`src/rtl/ctrblk_pkg.sv`:
```
package ctrblk_pkg;
  localparam int unsigned AES_KEY_MAX_B = 32;
  localparam int unsigned CTR_NONCE_B   = 4;
  localparam int unsigned CTR_IV_B      = 8;
  localparam int unsigned CTR_FIELD_W   = 32;

  typedef enum logic [1:0] {
    KSZ_128  = 2'd0,
    KSZ_192  = 2'd1,
    KSZ_256  = 2'd2,
    KSZ_NONE = 2'd3
  } ksize_e;

  // maps a key byte count to its size code; anything else is illegal
  function automatic ksize_e size_code(input int key_b);
    case (key_b)
      16:      size_code = KSZ_128;
      24:      size_code = KSZ_192;
      32:      size_code = KSZ_256;
      default: size_code = KSZ_NONE;
    endcase
  endfunction
endpackage

```
`src/rtl/ctrblk_keyload.sv`:
```
module ctrblk_keyload
  import ctrblk_pkg::*;
#(
  parameter int unsigned KEY_MAX_B = AES_KEY_MAX_B,
  parameter int unsigned NONCE_B   = CTR_NONCE_B
) (
  input  logic                     clk,
  input  logic                     rst_n,
  input  logic                     km_valid,
  input  logic [7:0]               km_byte,
  input  logic                     km_last,
  output logic [KEY_MAX_B*8-1:0]   key_out,
  output logic [1:0]               key_size,
  output logic                     key_ok,
  output logic                     key_err,
  output logic [NONCE_B*8-1:0]     nonce
);
  localparam int unsigned MAT_B   = KEY_MAX_B + NONCE_B;
  localparam int unsigned SR_W    = MAT_B * 8;
  localparam int unsigned KEY_W   = KEY_MAX_B * 8;
  localparam int unsigned NONCE_W = NONCE_B * 8;
  localparam int unsigned CNT_W   = $clog2(MAT_B + 2);
  localparam logic [CNT_W-1:0] CNT_SAT = CNT_W'(MAT_B + 1);

  // staging keeps the previous MAT_B-1 bytes; the current byte completes it
  logic [SR_W-9:0]    sr_q, sr_d;
  logic [SR_W-1:0]    sr_full;
  logic [CNT_W-1:0]   cnt_q, cnt_d, cnt_inc;
  logic [KEY_W-1:0]   key_q, key_d, key_field;
  logic [NONCE_W-1:0] nonce_q, nonce_d;
  ksize_e             size_q, size_d;
  logic               ok_q, err_q, err_d;
  logic               load_end, load_good, load_bad;
  int                 shift_b;

  always_comb begin
    sr_full   = {sr_q, km_byte};
    cnt_inc   = (cnt_q == CNT_SAT) ? cnt_q : cnt_q + CNT_W'(1);
    size_d    = size_code(int'(cnt_inc) - int'(NONCE_B));
    load_end  = km_valid && km_last;
    load_good = load_end && (size_d != KSZ_NONE);
    load_bad  = load_end && (size_d == KSZ_NONE);
    shift_b   = (cnt_inc <= CNT_W'(MAT_B)) ? 8 * (int'(MAT_B) - int'(cnt_inc)) : 0;
    key_field = sr_full[SR_W-1:NONCE_W];
    key_d     = key_field << shift_b;
    nonce_d   = sr_full[NONCE_W-1:0];
    sr_d      = sr_full[SR_W-9:0];
    cnt_d     = km_last ? '0 : cnt_inc;
    err_d     = load_bad;
  end

  always_ff @(posedge clk or negedge rst_n) begin
    if (!rst_n) begin
      sr_q    <= '0;
      cnt_q   <= '0;
      key_q   <= '0;
      nonce_q <= '0;
      size_q  <= KSZ_NONE;
      ok_q    <= 1'b0;
      err_q   <= 1'b0;
    end else begin
      if (km_valid) begin
        sr_q  <= sr_d;
        cnt_q <= cnt_d;
      end
      if (load_good) begin
        key_q   <= key_d;
        nonce_q <= nonce_d;
        size_q  <= size_d;
        ok_q    <= 1'b1;
      end
      if (load_end) err_q <= err_d;
    end
  end

  assign key_out  = key_q;
  assign key_size = size_q;
  assign key_ok   = ok_q;
  assign key_err  = err_q;
  assign nonce    = nonce_q;

  // a rejected load flags an error and disturbs nothing else
  a_r5_reject_keeps: assert property (@(posedge clk) disable iff (!rst_n)
    load_bad |=> key_err && $stable(key_out) && $stable(nonce) && $stable(key_size) && $stable(key_ok));
  // an accepted load clears the error and marks the key usable
  a_r3_accept: assert property (@(posedge clk) disable iff (!rst_n)
    load_good |=> key_ok && !key_err);
  // a usable key always carries a legal size code
  a_r3_size_legal: assert property (@(posedge clk) disable iff (!rst_n)
    key_ok |-> key_size != KSZ_NONE);
  // the byte count never runs past its saturation value
  a_r2_count_cap: assert property (@(posedge clk) disable iff (!rst_n)
    cnt_q <= CNT_SAT);
endmodule

```
`src/rtl/ctrblk_seq.sv`:
```
module ctrblk_seq #(
  parameter int unsigned NONCE_W = 32,
  parameter int unsigned IV_W    = 64,
  parameter int unsigned CTR_W   = 32
) (
  input  logic                              clk,
  input  logic                              rst_n,
  input  logic                              start,
  input  logic [IV_W-1:0]                   iv,
  input  logic                              pkt_end,
  input  logic                              key_ok,
  input  logic [NONCE_W-1:0]                nonce,
  input  logic                              blk_ready,
  output logic                              blk_valid,
  output logic [NONCE_W+IV_W+CTR_W-1:0]     blk_data
);
  localparam int unsigned BLK_W = NONCE_W + IV_W + CTR_W;
  localparam logic [CTR_W-1:0] CTR_FIRST = CTR_W'(1);

  logic               act_q, act_d;
  logic [IV_W-1:0]    iv_q;
  logic [NONCE_W-1:0] pn_q;
  logic [CTR_W-1:0]   ctr_q, ctr_d;
  logic               launch, advance, act_en, ctr_en;

  always_comb begin
    launch  = start && key_ok;
    advance = act_q && blk_ready && !pkt_end;
    act_en  = launch || pkt_end;
    act_d   = launch;
    ctr_en  = launch || advance;
    ctr_d   = launch ? CTR_FIRST : ctr_q + CTR_W'(1);
  end

  always_ff @(posedge clk or negedge rst_n) begin
    if (!rst_n) begin
      act_q <= 1'b0;
      iv_q  <= '0;
      pn_q  <= '0;
      ctr_q <= '0;
    end else begin
      if (act_en) act_q <= act_d;
      if (launch) begin
        iv_q <= iv;
        pn_q <= nonce;
      end
      if (ctr_en) ctr_q <= ctr_d;
    end
  end

  assign blk_valid = act_q;
  assign blk_data  = {pn_q, iv_q, ctr_q};

  // a stalled block holds its value
  a_r9_hold: assert property (@(posedge clk) disable iff (!rst_n)
    blk_valid && !blk_ready && !start && !pkt_end |=> blk_valid && $stable(blk_data));
  // accepted block steps the counter modulo 2^32, upper fields frozen
  a_r8_step: assert property (@(posedge clk) disable iff (!rst_n)
    blk_valid && blk_ready && !start && !pkt_end |=>
      blk_data[CTR_W-1:0] == $past(blk_data[CTR_W-1:0]) + CTR_W'(1) &&
      blk_data[BLK_W-1:CTR_W] == $past(blk_data[BLK_W-1:CTR_W]));
  // every accepted start presents counter one
  a_r12_first: assert property (@(posedge clk) disable iff (!rst_n)
    start && key_ok |=> blk_valid && blk_data[CTR_W-1:0] == CTR_FIRST);
  // packet end removes the block unless a start overrides it
  a_r11_end: assert property (@(posedge clk) disable iff (!rst_n)
    pkt_end && !(start && key_ok) |=> !blk_valid);
  // start without a key cannot open a packet
  a_r6_no_key: assert property (@(posedge clk) disable iff (!rst_n)
    !blk_valid && start && !key_ok |=> !blk_valid);
endmodule

```
`src/rtl/ctrblk_gen.sv`:
```
module ctrblk_gen
  import ctrblk_pkg::*;
#(
  parameter int unsigned KEY_MAX_B = AES_KEY_MAX_B,
  parameter int unsigned NONCE_B   = CTR_NONCE_B,
  parameter int unsigned IV_B      = CTR_IV_B,
  parameter int unsigned CTR_W     = CTR_FIELD_W
) (
  input  logic                                   clk,
  input  logic                                   rst_n,
  input  logic                                   km_valid,
  input  logic [7:0]                             km_byte,
  input  logic                                   km_last,
  input  logic                                   start,
  input  logic [IV_B*8-1:0]                      iv,
  input  logic                                   pkt_end,
  input  logic                                   blk_ready,
  output logic                                   blk_valid,
  output logic [NONCE_B*8+IV_B*8+CTR_W-1:0]      blk_data,
  output logic [KEY_MAX_B*8-1:0]                 key_out,
  output logic [1:0]                             key_size,
  output logic                                   key_ok,
  output logic                                   key_err
);
  localparam int unsigned NONCE_W = NONCE_B * 8;
  localparam int unsigned IV_W    = IV_B * 8;

  logic [NONCE_W-1:0] nonce_w;

  ctrblk_keyload #(
    .KEY_MAX_B (KEY_MAX_B),
    .NONCE_B   (NONCE_B)
  ) u_keyload (
    .clk      (clk),
    .rst_n    (rst_n),
    .km_valid (km_valid),
    .km_byte  (km_byte),
    .km_last  (km_last),
    .key_out  (key_out),
    .key_size (key_size),
    .key_ok   (key_ok),
    .key_err  (key_err),
    .nonce    (nonce_w)
  );

  ctrblk_seq #(
    .NONCE_W (NONCE_W),
    .IV_W    (IV_W),
    .CTR_W   (CTR_W)
  ) u_seq (
    .clk       (clk),
    .rst_n     (rst_n),
    .start     (start),
    .iv        (iv),
    .pkt_end   (pkt_end),
    .key_ok    (key_ok),
    .nonce     (nonce_w),
    .blk_ready (blk_ready),
    .blk_valid (blk_valid),
    .blk_data  (blk_data)
  );
endmodule

```
`config.mk`:
```
export PLATFORM = sky130hd
export DESIGN_NAME = ctrblk_gen
export DESIGN_NICKNAME = d
export VERILOG_FILES = /design/src/rtl/ctrblk_pkg.sv /design/src/rtl/ctrblk_keyload.sv /design/src/rtl/ctrblk_seq.sv /design/src/rtl/ctrblk_gen.sv
export SDC_FILE = /design/constraint.sdc
export NUM_CORES = 2
export LEC_CHECK = 0
export ABC_CLOCK_PERIOD_IN_PS = 10550
export CAP_MARGIN = 10
export CORE_MARGIN = 5
export CORE_UTILIZATION = 41
export CTS_CLUSTER_DIAMETER = 150
export DETAILED_ROUTE_END_ITERATION = 10
export GPL_TIMING_DRIVEN = 0
export HOLD_SLACK_MARGIN = 0.12
export PLACE_DENSITY_LB_ADDON = 0.12
export REMOVE_ABC_BUFFERS = 1
export SETUP_SLACK_MARGIN = 0.05
export SKIP_CTS_REPAIR_TIMING = 1
export SYNTH_ARGS = -nofsm -noshare
export SYNTH_HDL_FRONTEND = slang
export SYNTH_SLANG_ARGS = --single-unit
export TNS_END_PERCENT = 100
```
`constraint.sdc`:
```
create_clock -name clk -period 10.55 [get_ports clk]
set_input_delay 1.5825 -clock clk [delete_from_list [all_inputs] [get_ports clk]]
set_output_delay 1.5825 -clock clk [all_outputs]
set_load 0.05 [all_outputs]
```
# Word level (Yosys, flattened, before mapping)
# Index checks and enable logic that the tools add are counted.
[totals]
register_bits = 707
in_bits = 79
output_inout_bits = 389
word_cells = 37
[classes]
addsub = 4
order_cmp = 1
n_eq_ne = 6
shift = 1
muxes = 5
n_reduce_logical = 9
[ops]
columns = ["cell", "n"]
rows = [
  ["$shl A256 B32 Y256", 1],
  ["$eq A32 B5 Y1 const B", 2],
  ["$mux W32", 2],
  ["$add A32 B1 Y32 const B", 1],
  ["$eq A32 B6 Y1 const B", 1],
  ["$mux W6", 2],
  ["$sub A6 B3 Y7 const B", 1],
  ["$sub A6 B6 Y7 const A", 1],
  ["$add A6 B1 Y6 const B", 1],
  ["$eq A6 B6 Y1 const B", 1],
  ["$le A6 B6 Y1 const B", 1],
  ["$logic_and A1 B1 Y1", 6],
  ["$pmux W2 S3", 1],
  ["$eq A2 B2 Y1 const B", 1],
  ["$logic_or A1 B1 Y1", 2],
  ["$ne A2 B2 Y1 const B", 1],
  ["$logic_not A1 Y1", 1],
]

# Longest topological paths before layout
[depth]
ltp_word = 7
depth_mapped = 17
depth_no_buf = 11

# Cells and area by module
# A second synthesis with hierarchy kept.
[hier_totals]
cells_unflattened = 3619
hier_area_um2 = 37785.0
[modules_own_cells]
columns = ["mod", "instances", "cells_each", "area_per_inst_um2", "seq_area_each_um2"]
rows = [
  ["ctrblk_keyload", 1, 3039, 32433.6, 14466.4],
  ["ctrblk_seq", 1, 580, 5351.4, 3228.1],
]

# Least setup slack after synthesis
# No wires, ideal clock.
[synth_path]
path_type = "input port to flip-flop"
start = "input port blk_ready"
end = "register u_seq.ctr_q[29]"
setup_time_ns = 0.132
arrival_ns = 3.687
t_required_ns = 10.418
setup_slack_ns = 6.732
path_stages = 9
n_path_buf = 1
path_cell_list = "nor3b_1 > nand4_1 > or3_1 > or3_1 > clkbuf_1 > nor2_1 > nand3_1 > xor2_1 > nor2_1"
[synth_via]
elab_chain_cells = 3
[synth_rtl]
columns = ["item", "line_no", "source"]
rows = [
  ["from (decl)", "ctrblk_gen.sv:17", "input logic blk_ready,"],
  ["$logic_and A1 B1 Y1 (2 in a row)", "ctrblk_seq.sv:28", "advance = act_q && blk_ready && !pkt_end;"],
  ["$logic_or A1 B1 Y1", "ctrblk_seq.sv:31", "ctr_en = launch || advance;"],
  ["to (signal assigned)", "ctrblk_seq.sv:47", "if (ctr_en) ctr_q <= ctr_d;"],
  ["to (decl)", "ctrblk_seq.sv:23", "logic [CTR_W-1:0] ctr_q, ctr_d;"],
]
# No other way between the ends.
# A chain may end at the register's enable or synchronous reset.

# Final worst setup path
[layout_path]
start = "register u_keyload.cnt_q[0]"
end = "register u_keyload.key_q[200] (netlist: u_keyload.key_out[200])"
[layout_via]
elab_chain_cells = 7
word_cells_on_any_way = 14
classes_between = "3 x add/sub; 1 x order compare; 5 x eq/ne; 1 x shift; 3 x mux; 1 x reduce/logical"
[layout_rtl]
columns = ["item", "line_no", "source"]
rows = [
  ["from (decl)", "ctrblk_keyload.sv:28", "logic [CNT_W-1:0] cnt_q, cnt_d, cnt_inc;"],
  ["from (signal assigned)", "ctrblk_keyload.sv:64", "cnt_q <= cnt_d;"],
  ["$add A6 B1 Y6 or $eq A6 B6 Y1 (tied branches)", "ctrblk_keyload.sv:38", "cnt_inc = (cnt_q == CNT_SAT) ? cnt_q : cnt_q + CNT_W'(1);"],
  ["$mux W6 (*)", "ctrblk_keyload.sv:38", ""],
  ["parallel branches: the longest is 5 deep, another holds $sub A6 B6 Y7", "-", ""],
  ["to (signal assigned)", "ctrblk_keyload.sv:67", "key_q <= key_d;"],
  ["to (decl)", "ctrblk_keyload.sv:29", "logic [KEY_W-1:0] key_q, key_d, key_field;"],
]
# Every way passes the cells marked *.

==> metrics.txt <==
outcome finished clean; Seq/Total Area, Yosys 46.23%; CTS tree yes; IO buf count around 470; nets@finish 4322; Clock transition at path regs 0.06 ns; slowest CP cell dfrtp_1; number of enable flip-flop cells after synthesis 0; Post-Route Skew between 0.02 and 0.03 ns; Placeable Area between 90000 and 100000 um^2; Sw Ratio between 30% and 40%; number of clock sinks between 700 and 800; slowest cell delay on critical path a little under 1 ns; Synth Instances around 3900; 1st-pass router iterations 8; Psw roughly 4.3 mW; critical path class reg -> reg; Primary FF master, synth dfrtp_1; unrepaired setup endpoints after global routing false; initial antenna violation count 1; DR WL/cell 27.17 um; area delta synth->final 26.11%; Finished Cell Area between 40000 and 50000 um^2; area of the die roughly 100000 um^2; Comb pwr share a little under two fifths; multi-input logic area ~19000 um^2; initial drt markers 3891; Final ANT Viol Nets 0; f_max around 140 MHz; vias in the first global route 33030; async set-reset flop share out of synthesis between 90% and 100%; Min-Delay Path Class reg -> reg; share of layout cells above drive strength 1 15.05%; crit path cell chain ha_1 > nand2_1 > mux2i_1 > nand4_1 > a21o_4 > buf_16 > a211oi_4 > buf_8 > nand2_1 > buf_8 > nor2_2 > a221oi_1 > o211ai_1; maximum VDD drop approximately 0.13 mV; Post-DP HPWL roughly 100000 um; Finished Layout Cells ~5600; Yosys reg bits between 700 and 800; Reg power frac 34.5%; Synth Area per Inst between 9 and 10 um^2; first-pass GRT wire length approximately 220000 um; clock power share 27.1%; routability cong. 0.8611; Worst setup EP type flop; max-slew violation count 0; Reg area between 15000 and 20000 um^2; Die Y 315.6 um; Root Buffer clkbuf_16; Total Routed Length between 150000 and 200000 um; FILL cells roughly 8600; Place WS about 3.5 ns; CTS max path bufs 3; Int Pwr 6.522 mW; Post-Place Cell Area roughly 45000 um^2; clock buffer count from CTS 83; endpoints failing hold 0; Worst EP arrival ~7.6 ns; placed cells 5405; Leakage around 21 nW; residual DRC count 0; chip width roughly 320 um; setup TNS 0 ns; PD cells 224.0 nW/um^2; Worst setup SP type flop; H-tree Lvls 3; Pwr Total 10.81 mW; final period utilization between 60% and 70%; Slew Limit Headroom 12.88%; Cell Rows 112; GRT Overall Usage between 20% and 30%; vias per cell around 6.2; Final setup viols 0; synth warn 0; post-synthesis instance area roughly 38000 um^2; Tmin final roughly 7.0 ns; Starting Density between 40% and 50%; IO Pins 468; via count roughly 34000; largest net degree at the start of global routing around 120; Max Cap Viol 0; post-route setup slack 3.519 ns; CP max FO 70; total congestion overflow 0; synth unique cells 88; worst skew pair latency 0.64 ns; Slew @ Worst Pin approximately 1.3 ns; Critical Path RT ~11 ns
[cells by family (layout without fill, tap and decap cells)]
group / after synthesis / count (layout) / share of synthesized area (%)
other cells: 0 / 1 / 0
xor+xnor: 33 / 33 / 0.7747
fa+ha+maj: 5 / 5 / 0.1634
simple gates: 1215 / 1215 / 13.27
buf+inv: 351 / 738 / 4.125
mux: 602 / 602 / 16.86
compound gates: 1000 / 1000 / 18.57
flops: 707 / 707 / 46.23
[routing by layer]
metal | global-route usage [%] | part of all wire [%] | vias up
li1 | - | - | 15030
met1 | 41.15 | 42 | 17220
met2 | 44.53 | 44 | 1631
met3 | 6.391 | 9.0 | 318
met4 | 11.90 | 4.6 | 0
met5 | 0 | 0 | -
[through the flow]
| stage | hold slack (ns) | util [%] |
|---|---|---|
| after global routing | 0.4857 | 51.88 |
| after CTS | 0.4652 | 51.83 |
| after detailed placement | 0.4514 | 48.89 |
| after global placement | 0.4487 | 46.21 |
| after floorplan | 0.4386 | - |
| final | 0.4631 | 51.88 |
[cells in the final DEF (no fill, tap or decap), drive strengths merged, types with 22 or more instances in the layout]
| master | n |
|---|---|
| nor2 | 139 |
| and3 | 44 |
| nor3 | 34 |
| dfrtp | 705 |
| o211ai | 33 |
| o22a | 56 |
| clkbuf | 123 |
| a31oi | 48 |
| mux2 | 323 |
| o221a | 22 |
| mux2i | 278 |
| buf | 111 |
| nand3 | 115 |
| a221o | 40 |
| o22ai | 78 |
| a22o | 62 |
| a22oi | 65 |
| clkdlybuf4s50 | 465 |
| nand4 | 23 |
| xor2 | 22 |
| o221ai | 30 |
| nand2 | 815 |
| o21ai | 190 |
| a221oi | 39 |
| a21oi | 163 |
[synthesized netlist by cell type (33+ instances only)]
master	instances	area (um^2)
a21oi_1	161	805.8
a221o_1	40	400.4
a221oi_1	39	341.6
a22o_1	62	543.0
a22oi_1	65	488.0
a31oi_1	48	300.3
and3_1	44	275.3
buf_2	101	505.5
clkbuf_1	175	656.9
dfrtp_1	705	17640
mux2_2	323	3637
mux2i_1	277	2773
nand2_1	814	3055
nand3_1	115	575.6
nor2_1	137	514.2
o211ai_1	33	247.7
o21ai_0	148	740.7
o21ai_1	41	205.2
o22a_1	56	490.5
o22ai_1	78	488.0
[power by group through the flow]
stage	Sequential [mW]	Combinational (mW)	Clock (mW)
global placement	3.75	4.17	0
finish	3.73	4.15	2.93
CTS	3.70	4.07	2.99
global route	3.79	4.39	3.10
detailed placement	3.75	4.05	0
floorplan	3.89	2.46	0
[path summary, 6_finish.rpt]
check | start | end | slack, ns | cells past startpoint
max | u_keyload.cnt_q[0] | u_keyload.key_out[200] | 3.52 | 13
min | u_keyload.nonce[0] | u_seq.pn_q[0] | 0.46 | 2
max reg2reg | u_keyload.cnt_q[0] | u_keyload.key_out[200] | 3.52 | 13
min reg2reg | u_keyload.nonce[0] | u_seq.pn_q[0] | 0.46 | 2
max in group asynchronous | rst_n | u_keyload.key_out[61] | 7.89 | 4
min in group asynchronous | rst_n | u_seq.iv_q[4] | 0.84 | 1
[layout make-up]
cell class,count,area share [%]
Clock inverter,24,0.5547
Timing Repair Buffer,576,14.27
Antenna cell,1,0.005184
Inverter,15,0.1166
Sequential cell,707,36.65
Clock buffer,123,5.116
Multi-Input combinational cell,2855,40.03
Tap cell,1254,3.250
[state kept, by name (all words and copies together) (netlist names), 2 cells and up]
name	count
u_keyload.nonce	32
u_keyload.key_out	256
u_seq.ctr_q	32
u_seq.pn_q	32
u_keyload.cnt_q	6
u_keyload.key_size	2
u_seq.iv_q	64
u_keyload.sr_q	280
[critical path, delay by kind of cell (launching register included)]
| kind | cells | cell delay [ns] |
|---|---|---|
| simple gates | 4 | 1.90 |
| compound gates | 4 | 1.67 |
| buf+inv | 3 | 0.99 |
| flops | 1 | 0.98 |
| mux | 1 | 0.76 |
| fa+ha+maj | 1 | 0.53 |
Power figures use the tool's default switching activity.
